**src/rtl/hfe_pkg.sv**
```systemverilog
// Package: shared constants, types and helpers of the hash unit front-end.
// Assumes a 64-bit data bus and word addressing.
package hfe_pkg;

    localparam int DATA_W    = 64;
    localparam int MODE_W    = 8;
    localparam int ALGO_W    = 2;
    localparam int FLAG_W    = 3;
    localparam int MODE_ADDR = 0;
    localparam int STAT_ADDR = 1;
    localparam int CLR_ADDR  = 2;
    localparam int INIT_ADDR = 3;
    localparam int KEY_BASE  = 8;
    localparam int CNT_LSB   = 8;

    // Flag bit positions inside the status word
    localparam int F_DATA = 0;
    localparam int F_CTX  = 1;
    localparam int F_OVF  = 2;

    typedef enum logic [ALGO_W-1:0] {
        ALGO_SHA1   = 2'b00,
        ALGO_SHA224 = 2'b01,
        ALGO_SHA256 = 2'b10,
        ALGO_MD5    = 2'b11
    } algo_e;

    typedef struct packed {
        logic mode;
        logic stat;
        logic clr;
        logic init;
        logic key;
        logic fifo;
    } hit_t;

    // Reverse the byte order inside each 32-bit half of a 64-bit word.
    function automatic logic [DATA_W-1:0] swap_halves(input logic [DATA_W-1:0] d);
        return {d[39:32], d[47:40], d[55:48], d[63:56],
                d[7:0],   d[15:8],  d[23:16], d[31:24]};
    endfunction

endpackage

```
**src/rtl/hfe_addr_dec.sv**
```systemverilog
// Address decoder: turns a word address into one hit per target range.
// Assumes KEY_WORDS is a power of two and KEY_BASE is aligned to it.
module hfe_addr_dec
    import hfe_pkg::*;
#(
    parameter int ADDR_W    = 8,
    parameter int KEY_WORDS = 4,
    parameter int FIFO_BASE = 64,
    parameter int FIFO_SPAN = 64,
    localparam int KIDX_W   = (KEY_WORDS > 1) ? $clog2(KEY_WORDS) : 1
) (
    input  logic [ADDR_W-1:0] addr,
    output hit_t              hit,
    output logic [KIDX_W-1:0] key_idx
);

    localparam logic [ADDR_W-1:0] FIFO_LO = ADDR_W'(FIFO_BASE);
    localparam logic [ADDR_W-1:0] FIFO_HI = ADDR_W'(FIFO_BASE + FIFO_SPAN - 1);
    localparam logic [ADDR_W-KIDX_W-1:0] KEY_TAG = (ADDR_W-KIDX_W)'(KEY_BASE >> KIDX_W);

    // Compare the address against every target range
    always_comb begin
        hit      = '0;
        hit.mode = (addr == ADDR_W'(MODE_ADDR));
        hit.stat = (addr == ADDR_W'(STAT_ADDR));
        hit.clr  = (addr == ADDR_W'(CLR_ADDR));
        hit.init = (addr == ADDR_W'(INIT_ADDR));
        hit.key  = (addr[ADDR_W-1:KIDX_W] == KEY_TAG);
        hit.fifo = (addr >= FIFO_LO) && (addr <= FIFO_HI);
        key_idx  = addr[KIDX_W-1:0];
    end

endmodule

```
**src/rtl/hfe_ctrl.sv**
```systemverilog
// Mode and error-flag control: holds the algorithm select and three sticky
// error flags. Assumes at most one bus write per cycle.
module hfe_ctrl
    import hfe_pkg::*;
(
    input  logic              clk,
    input  logic              rst_n,
    input  logic              reinit,
    input  logic              mode_wr,
    input  logic [MODE_W-1:0] mode_wdata,
    input  logic              busy_i,
    input  logic              clr_wr,
    input  logic [FLAG_W-1:0] clr_mask,
    input  logic              ovf_evt,
    output logic [ALGO_W-1:0] algo,
    output logic [FLAG_W-1:0] flags
);

    logic [FLAG_W-1:0] set_vec;
    logic [FLAG_W-1:0] flags_nx;

    // Gather error events; a new event wins over a clear in the same cycle
    always_comb begin
        set_vec         = '0;
        set_vec[F_DATA] = mode_wr && (|mode_wdata[MODE_W-1:ALGO_W]);
        set_vec[F_CTX]  = mode_wr && busy_i;
        set_vec[F_OVF]  = ovf_evt;
        flags_nx        = (flags & ~(clr_wr ? clr_mask : '0)) | set_vec;
    end

    // Register the mode and flags, with reset and re-initialize clearing both
    always_ff @(posedge clk) begin
        if (!rst_n || reinit) begin
            algo  <= '0;
            flags <= '0;
        end else begin
            flags <= flags_nx;
            if (mode_wr && !busy_i) begin
                algo <= mode_wdata[ALGO_W-1:0];
            end
        end
    end

endmodule

```
**src/rtl/hfe_key_bank.sv**
```systemverilog
// Key register bank: stores key words in big-endian form, byte-reversing
// each 32-bit half on write and read when the little-endian hash is chosen.
module hfe_key_bank
    import hfe_pkg::*;
#(
    parameter int KEY_WORDS = 4,
    localparam int KIDX_W   = (KEY_WORDS > 1) ? $clog2(KEY_WORDS) : 1
) (
    input  logic                        clk,
    input  logic                        rst_n,
    input  logic                        wr,
    input  logic [KIDX_W-1:0]           idx,
    input  logic [DATA_W-1:0]           wdata,
    input  logic                        little_end,
    output logic [DATA_W-1:0]           rdata,
    output logic [KEY_WORDS*DATA_W-1:0] key_flat
);

    logic [DATA_W-1:0] words [KEY_WORDS];
    logic [DATA_W-1:0] wr_form;

    // Convert bus data into stored form
    always_comb wr_form = little_end ? swap_halves(wdata) : wdata;

    for (genvar g = 0; g < KEY_WORDS; g++) begin : g_word
        // Hold one key word
        always_ff @(posedge clk) begin
            if (!rst_n) begin
                words[g] <= '0;
            end else if (wr && (idx == KIDX_W'(g))) begin
                words[g] <= wr_form;
            end
        end
        assign key_flat[g*DATA_W +: DATA_W] = words[g];
    end

    // Convert stored form back to bus order
    always_comb rdata = little_end ? swap_halves(words[idx]) : words[idx];

endmodule

```
**src/rtl/hfe_in_fifo.sv**
```systemverilog
// Input queue: in-order storage with a push port and a valid/ready pop port.
// A push while full is dropped. Assumes DEPTH is a power of two.
module hfe_in_fifo
    import hfe_pkg::*;
#(
    parameter int DEPTH   = 16,
    localparam int PTR_W  = $clog2(DEPTH),
    localparam int CNT_W  = $clog2(DEPTH + 1)
) (
    input  logic              clk,
    input  logic              rst_n,
    input  logic              flush,
    input  logic              push,
    input  logic [DATA_W-1:0] push_data,
    input  logic              pop_ready,
    output logic              pop_valid,
    output logic [DATA_W-1:0] pop_data,
    output logic [CNT_W-1:0]  count,
    output logic              full
);

    logic [DATA_W-1:0] mem [DEPTH];
    logic [PTR_W-1:0]  wptr;
    logic [PTR_W-1:0]  rptr;
    logic              do_push;
    logic              do_pop;

    // Qualify the push and pop requests
    always_comb begin
        full      = (count == CNT_W'(DEPTH));
        pop_valid = (count != '0);
        do_push   = push && !full;
        do_pop    = pop_valid && pop_ready;
        pop_data  = mem[rptr];
    end

    // Write the storage array
    always_ff @(posedge clk) begin
        if (do_push) begin
            mem[wptr] <= push_data;
        end
    end

    // Advance the pointers and the occupancy
    always_ff @(posedge clk) begin
        if (!rst_n || flush) begin
            wptr  <= '0;
            rptr  <= '0;
            count <= '0;
        end else begin
            if (do_push) wptr <= wptr + PTR_W'(1);
            if (do_pop)  rptr <= rptr + PTR_W'(1);
            count <= count + CNT_W'(do_push) - CNT_W'(do_pop);
        end
    end

endmodule

```
**src/rtl/hash_reg_frontend.sv**
```systemverilog
// Top: register and FIFO front-end of a message-digest unit. It decodes the
// bus, routes writes, and muxes combinational read data.
// Assumes one access per cycle and KEY_BASE..KEY_BASE+KEY_WORDS-1 below
// the FIFO window.
module hash_reg_frontend
    import hfe_pkg::*;
#(
    parameter int ADDR_W     = 8,
    parameter int KEY_WORDS  = 4,
    parameter int FIFO_DEPTH = 16,
    parameter int FIFO_BASE  = 64,
    parameter int FIFO_SPAN  = 64,
    localparam int KIDX_W    = (KEY_WORDS > 1) ? $clog2(KEY_WORDS) : 1,
    localparam int CNT_W     = $clog2(FIFO_DEPTH + 1)
) (
    input  logic                        clk,
    input  logic                        rst_n,
    input  logic                        bus_req,
    input  logic                        bus_we,
    input  logic [ADDR_W-1:0]           bus_addr,
    input  logic [DATA_W-1:0]           bus_wdata,
    output logic [DATA_W-1:0]           bus_rdata,
    input  logic                        busy_i,
    output logic                        pop_valid_o,
    input  logic                        pop_ready_i,
    output logic [DATA_W-1:0]           pop_data_o,
    output logic [ALGO_W-1:0]           mode_algo_o,
    output logic [KEY_WORDS*DATA_W-1:0] key_o
);

    hit_t              hit;
    logic [KIDX_W-1:0] key_idx;
    logic              wr_en;
    logic              rd_en;
    logic              mode_wr;
    logic              clr_wr;
    logic              init_wr;
    logic              key_wr;
    logic              fifo_push;
    logic              fifo_rd;
    logic              fifo_full;
    logic              pop_fire;
    logic [CNT_W-1:0]  fifo_count;
    logic [FLAG_W-1:0] err_flags;
    logic [DATA_W-1:0] key_rdata;
    logic              is_md5;

    hfe_addr_dec #(
        .ADDR_W    (ADDR_W),
        .KEY_WORDS (KEY_WORDS),
        .FIFO_BASE (FIFO_BASE),
        .FIFO_SPAN (FIFO_SPAN)
    ) u_dec (
        .addr    (bus_addr),
        .hit     (hit),
        .key_idx (key_idx)
    );

    // Qualify bus strobes per target
    always_comb begin
        wr_en     = bus_req && bus_we;
        rd_en     = bus_req && !bus_we;
        mode_wr   = wr_en && hit.mode;
        clr_wr    = wr_en && hit.clr;
        init_wr   = wr_en && hit.init;
        key_wr    = wr_en && hit.key;
        fifo_push = wr_en && hit.fifo;
        fifo_rd   = rd_en && hit.fifo;
        pop_fire  = pop_valid_o && pop_ready_i;
        is_md5    = (mode_algo_o == ALGO_MD5);
    end

    hfe_ctrl u_ctrl (
        .clk        (clk),
        .rst_n      (rst_n),
        .reinit     (init_wr),
        .mode_wr    (mode_wr),
        .mode_wdata (bus_wdata[MODE_W-1:0]),
        .busy_i     (busy_i),
        .clr_wr     (clr_wr),
        .clr_mask   (bus_wdata[FLAG_W-1:0]),
        .ovf_evt    (fifo_push && fifo_full),
        .algo       (mode_algo_o),
        .flags      (err_flags)
    );

    hfe_key_bank #(
        .KEY_WORDS (KEY_WORDS)
    ) u_keys (
        .clk        (clk),
        .rst_n      (rst_n),
        .wr         (key_wr),
        .idx        (key_idx),
        .wdata      (bus_wdata),
        .little_end (is_md5),
        .rdata      (key_rdata),
        .key_flat   (key_o)
    );

    hfe_in_fifo #(
        .DEPTH (FIFO_DEPTH)
    ) u_fifo (
        .clk       (clk),
        .rst_n     (rst_n),
        .flush     (init_wr),
        .push      (fifo_push),
        .push_data (bus_wdata),
        .pop_ready (pop_ready_i),
        .pop_valid (pop_valid_o),
        .pop_data  (pop_data_o),
        .count     (fifo_count),
        .full      (fifo_full)
    );

    // Select read data; FIFO window and unmapped space read as zero
    always_comb begin
        bus_rdata = '0;
        if (rd_en) begin
            if (hit.mode)     bus_rdata = DATA_W'(mode_algo_o);
            else if (hit.stat) bus_rdata = (DATA_W'(fifo_count) << CNT_LSB) | DATA_W'(err_flags);
            else if (hit.key) bus_rdata = key_rdata;
        end
    end

endmodule

```
**config.mk**
```make
export PLATFORM = sky130hd
export DESIGN_NAME = hash_reg_frontend
export DESIGN_NICKNAME = d
export VERILOG_FILES = /design/src/rtl/hfe_pkg.sv /design/src/rtl/hfe_addr_dec.sv /design/src/rtl/hfe_ctrl.sv /design/src/rtl/hfe_key_bank.sv /design/src/rtl/hfe_in_fifo.sv /design/src/rtl/hash_reg_frontend.sv
export SDC_FILE = /design/constraint.sdc
export NUM_CORES = 1
export LEC_CHECK = 0
export BUFFER_PORTS_ARGS = -buffer_cell sky130_fd_sc_hd__buf_2
export CORE_MARGIN = 1
export CORE_UTILIZATION = 42
export CTS_BUF_LIST = sky130_fd_sc_hd__clkbuf_4 sky130_fd_sc_hd__clkbuf_8 sky130_fd_sc_hd__clkbuf_16
export DETAILED_ROUTE_END_ITERATION = 6
export PLACE_DENSITY = 0.56
export RECOVER_POWER = 25
export SETUP_SLACK_MARGIN = 0.3
export SLEW_MARGIN = 0
export SYNTH_ARGS = -nofsm -noshare
export SYNTH_HDL_FRONTEND = slang
export SYNTH_HIERARCHICAL = 1
export SYNTH_SLANG_ARGS = --single-unit
```
**constraint.sdc**
```tcl
create_clock -name clk -period 8.5 [get_ports clk]
set_input_delay 0.425 -clock clk [delete_from_list [all_inputs] [get_ports clk]]
set_output_delay 0.425 -clock clk [all_outputs]
set_load 0.02 [all_outputs]
```
==> run metrics <==
Synth warnings=6; R2R depth=7; Min-Delay Endpoint=u_fifo/mem[3][63]; Syn-to-layout area delta=15.9%; clock buffer depth=3; most frequent cells in the layout=edfxtp_1, buf_2, mux4_2, nor2_1, clkbuf_16; die area=0.128 mm^2; Hold Crit Depth=1; worst-path fanout max=40; DP Area=0.0572 mm^2; Crit path buffers/inverters=3; H-tree levels=4; most common cell after layout, fill and taps aside=edfxtp_1; # IOs=around 470; Initial DRC Count=around 3000; Worst Hold Launch=bus_wdata[63]; Vias per Instance=roughly 5.8; Die Ht=~360 um; Worst-Margin Slew=between 1000 and 1500 ps; post-synthesis cell count=approximately 2700; Post-CTS Hold Fix Bufs=2; Most Frequent Cell on Critical Path=buf_4; Finish-stage setup viols=0; Clk pin slew, worst setup/hold paths=60 ps; uppermost layer routed=met4; vias post-DR=about 29000; Tcrit/Tclk final=about half; met1 WL=about 60 mm; GRT Residual Overflow=0; first-pass GRT wire length=211 mm; post-route ant nets=0; final core occ=around half; cell family contributing the most delay on the critical path=buffers and inverters; CP Cell Sequence=buf_4 > buf_4 > mux4_2 > a22oi_1 > nand2_1 > buf_2; met2 routed WL=between 70 and 80 mm; CP Capture Type=primary output; vias in the first global route=29700; CORE AREA=roughly 0.13 mm^2; fmax=approximately 0.23 GHz; Routed wire per std cell=between 20 and 30 um; fin area=0.0616 mm^2; Worst-Skew Late Latency=730 ps; GR Util All Layers=roughly 23%; clk root buf=clkbuf_16; final WL=between 100 and 150 mm; fin crit period=between 4000 and 5000 ps; Reg-to-Reg Start=u_fifo/count[2]; Power Density=between 200 and 300 mW/mm^2; Seq/Total Area, Yosys=73.2%; RSZ-0062 raised after global routing=no; initial antenna violation count=6; Worst EP required=approximately 8000 ps; Startpoint Class=flop; Pleak=~20 nW; count of pins over their slew limit=0; multi-input logic area=approximately 0.013 mm^2; CTS tree=done; Initial Util=between 40% and 50%; Crit-path slowest cell=buf_4; Layout fillers=10500; port bufs=about 460; flop2flop setup slack=a little under 5000 ps; largest net degree at the start of global routing=125; final number of hold-violating endpoints=0; setup bufs post-CTS=0; Sequential Area=just under 0.04 mm^2; WS Path Type=flop to primary output; number of distinct library cells after synthesis=45; row count=130; Final GP Congestion=around 0.88; critical path's largest stage delay=between 700 and 800 ps; relative max-transition margin=between 20% and 30%; worst min path class=input pin to flop; outcome=complete, no violations; synthesized area per cell=19.6 um^2; met3 routed WL=11.6 mm; Sinks on Clock Net=about 1300; Worst Path Arrival=3990 ps; post-synthesis cell area=0.0531 mm^2; skew final=between 10 and 15 ps; die span in x=358 um; VDD IR-drop max=~0.21 mV; total CTS buffers=approximately 140; fraction of layout cells with a size suffix above 1=a little over a third; max-cap viol count=0; drc violations=0; hpwl dp=approximately 86 mm; synthesis-stage register bit count=1302; fin nets=roughly 3300; Post-CTS Resized=0; worst r2r dst=u_fifo/mem[10][12]; setup TNS=0 ps; First-pass DRT Iterations=5; syn nets=approximately 2800
[cells by family after synthesis]
| logic type | after synthesis | synth area share [%] |
|---|---|---|
| adders and majority gates | 12 | 0.297 |
| xor gates and xnor gates | 9 | 0.148 |
| buffers and inverters | 247 | 2.26 |
| DFF | 1302 | 73.2 |
| and+or+nand+nor | 482 | 4.32 |
| muxes | 514 | 17.7 |
| AOI/OAI and AO/OA | 149 | 2.05 |
[where the power goes]
part | switching (W) | internal, W
clock | 0.00242 | 0.00345
combinational | 0.00136 | 0.00112
sequential | 0.000119 | 0.00714
[worst register-to-register path, stage by stage, from the launching register on]
cell and delay [ps]:
dfxtp_1 350, inv_1 90, ha_1 220, nand4bb_1 230, nand2_1 300, nor3b_1 590
and2_4 700, buf_4 780
[through the flow]
step           setup slack [ps]  hold WS (ps)  std cells  total power [W]
6_report                   4090           163       4958           0.0156
5_1_grt                    3710           160       4952           0.0162
4_1_cts                    3890          40.0       4949           0.0158
3_5_place_dp               3910           464       4707          0.00993
3_3_place_gp               3910           450       4707          0.00989
2_1_floorplan               809           432       2715          0.00921
[how the worst max path moves through the flow]
stage                     depth (start not counted)             endpoint  slack, ps
after floorplan                                   4     u_fifo/mem[0][0]        810
after global placement                            7  u_keys/words[0][60]       3910
after detailed placement                          7  u_keys/words[0][54]       3910
after CTS                                         6       pop_data_o[41]       3890
after global routing                              6       pop_data_o[41]       3710
final                                             6       pop_data_o[41]       4090
[cell type report]
| cell class | instances | share of cell area (%) |
|---|---|---|
| clock inverters | 61 | 0.929 |
| multi-input cells | 1166 | 21.5 |
| well taps | 1650 | 3.35 |
| repair buffers | 515 | 4.38 |
| inverters | 76 | 0.463 |
| diodes | 9 | 0.0366 |
| flip-flops and latches | 1302 | 63.2 |
| clock buffers | 179 | 6.22 |
[Yosys cell counts (all sizes together)]
cell        n  area share, %
fa          1          0.038
dfxtp      22           0.83
or4         2          0.042
ha         11           0.26
nor3b       4          0.057
or2         1          0.012
a21o        1          0.014
nand3       6          0.057
nand3b     10           0.14
nor4b       1          0.028
nand4bb     2          0.042
a21oi      14           0.13
and2       10           0.12
nand2b      4          0.047
inv        76           0.54
nand4b      2          0.033
edfxtp   1280             72
nor3       58           0.92
or4b        1          0.019
xor2        5          0.082
nor4        6          0.071
xnor2       4          0.066
mux4      320             14
nand4       3          0.035
nor2b       4          0.047
mux2i      66            1.2
a22oi     129            1.8
clkbuf     67           0.47
or3b        2          0.033
buf       104            1.2
and3        6          0.071
o31ai       2          0.038
a221oi      2          0.033
o21ai       1         0.0094
nor2      278            2.0
nand2      82           0.58
mux2      128            2.9
[registers in the layout (all words and copies together), names as in the netlist, named ones only]
register      cells
u_fifo/count      5
u_ctrl/flags      3
u_fifo/rptr       4
u_keys/words    256
u_ctrl/algo       2
u_fifo/mem     1024
u_fifo/wptr       4
[layer usage]
metal  vias to the layer above  track usage, %
met5                         -               0
met4                         0            6.67
met3                       182            5.56
met2                      1105            36.8
met1                     15300            31.6
li1                      11900               -
Power figures use the tool's default switching activity.
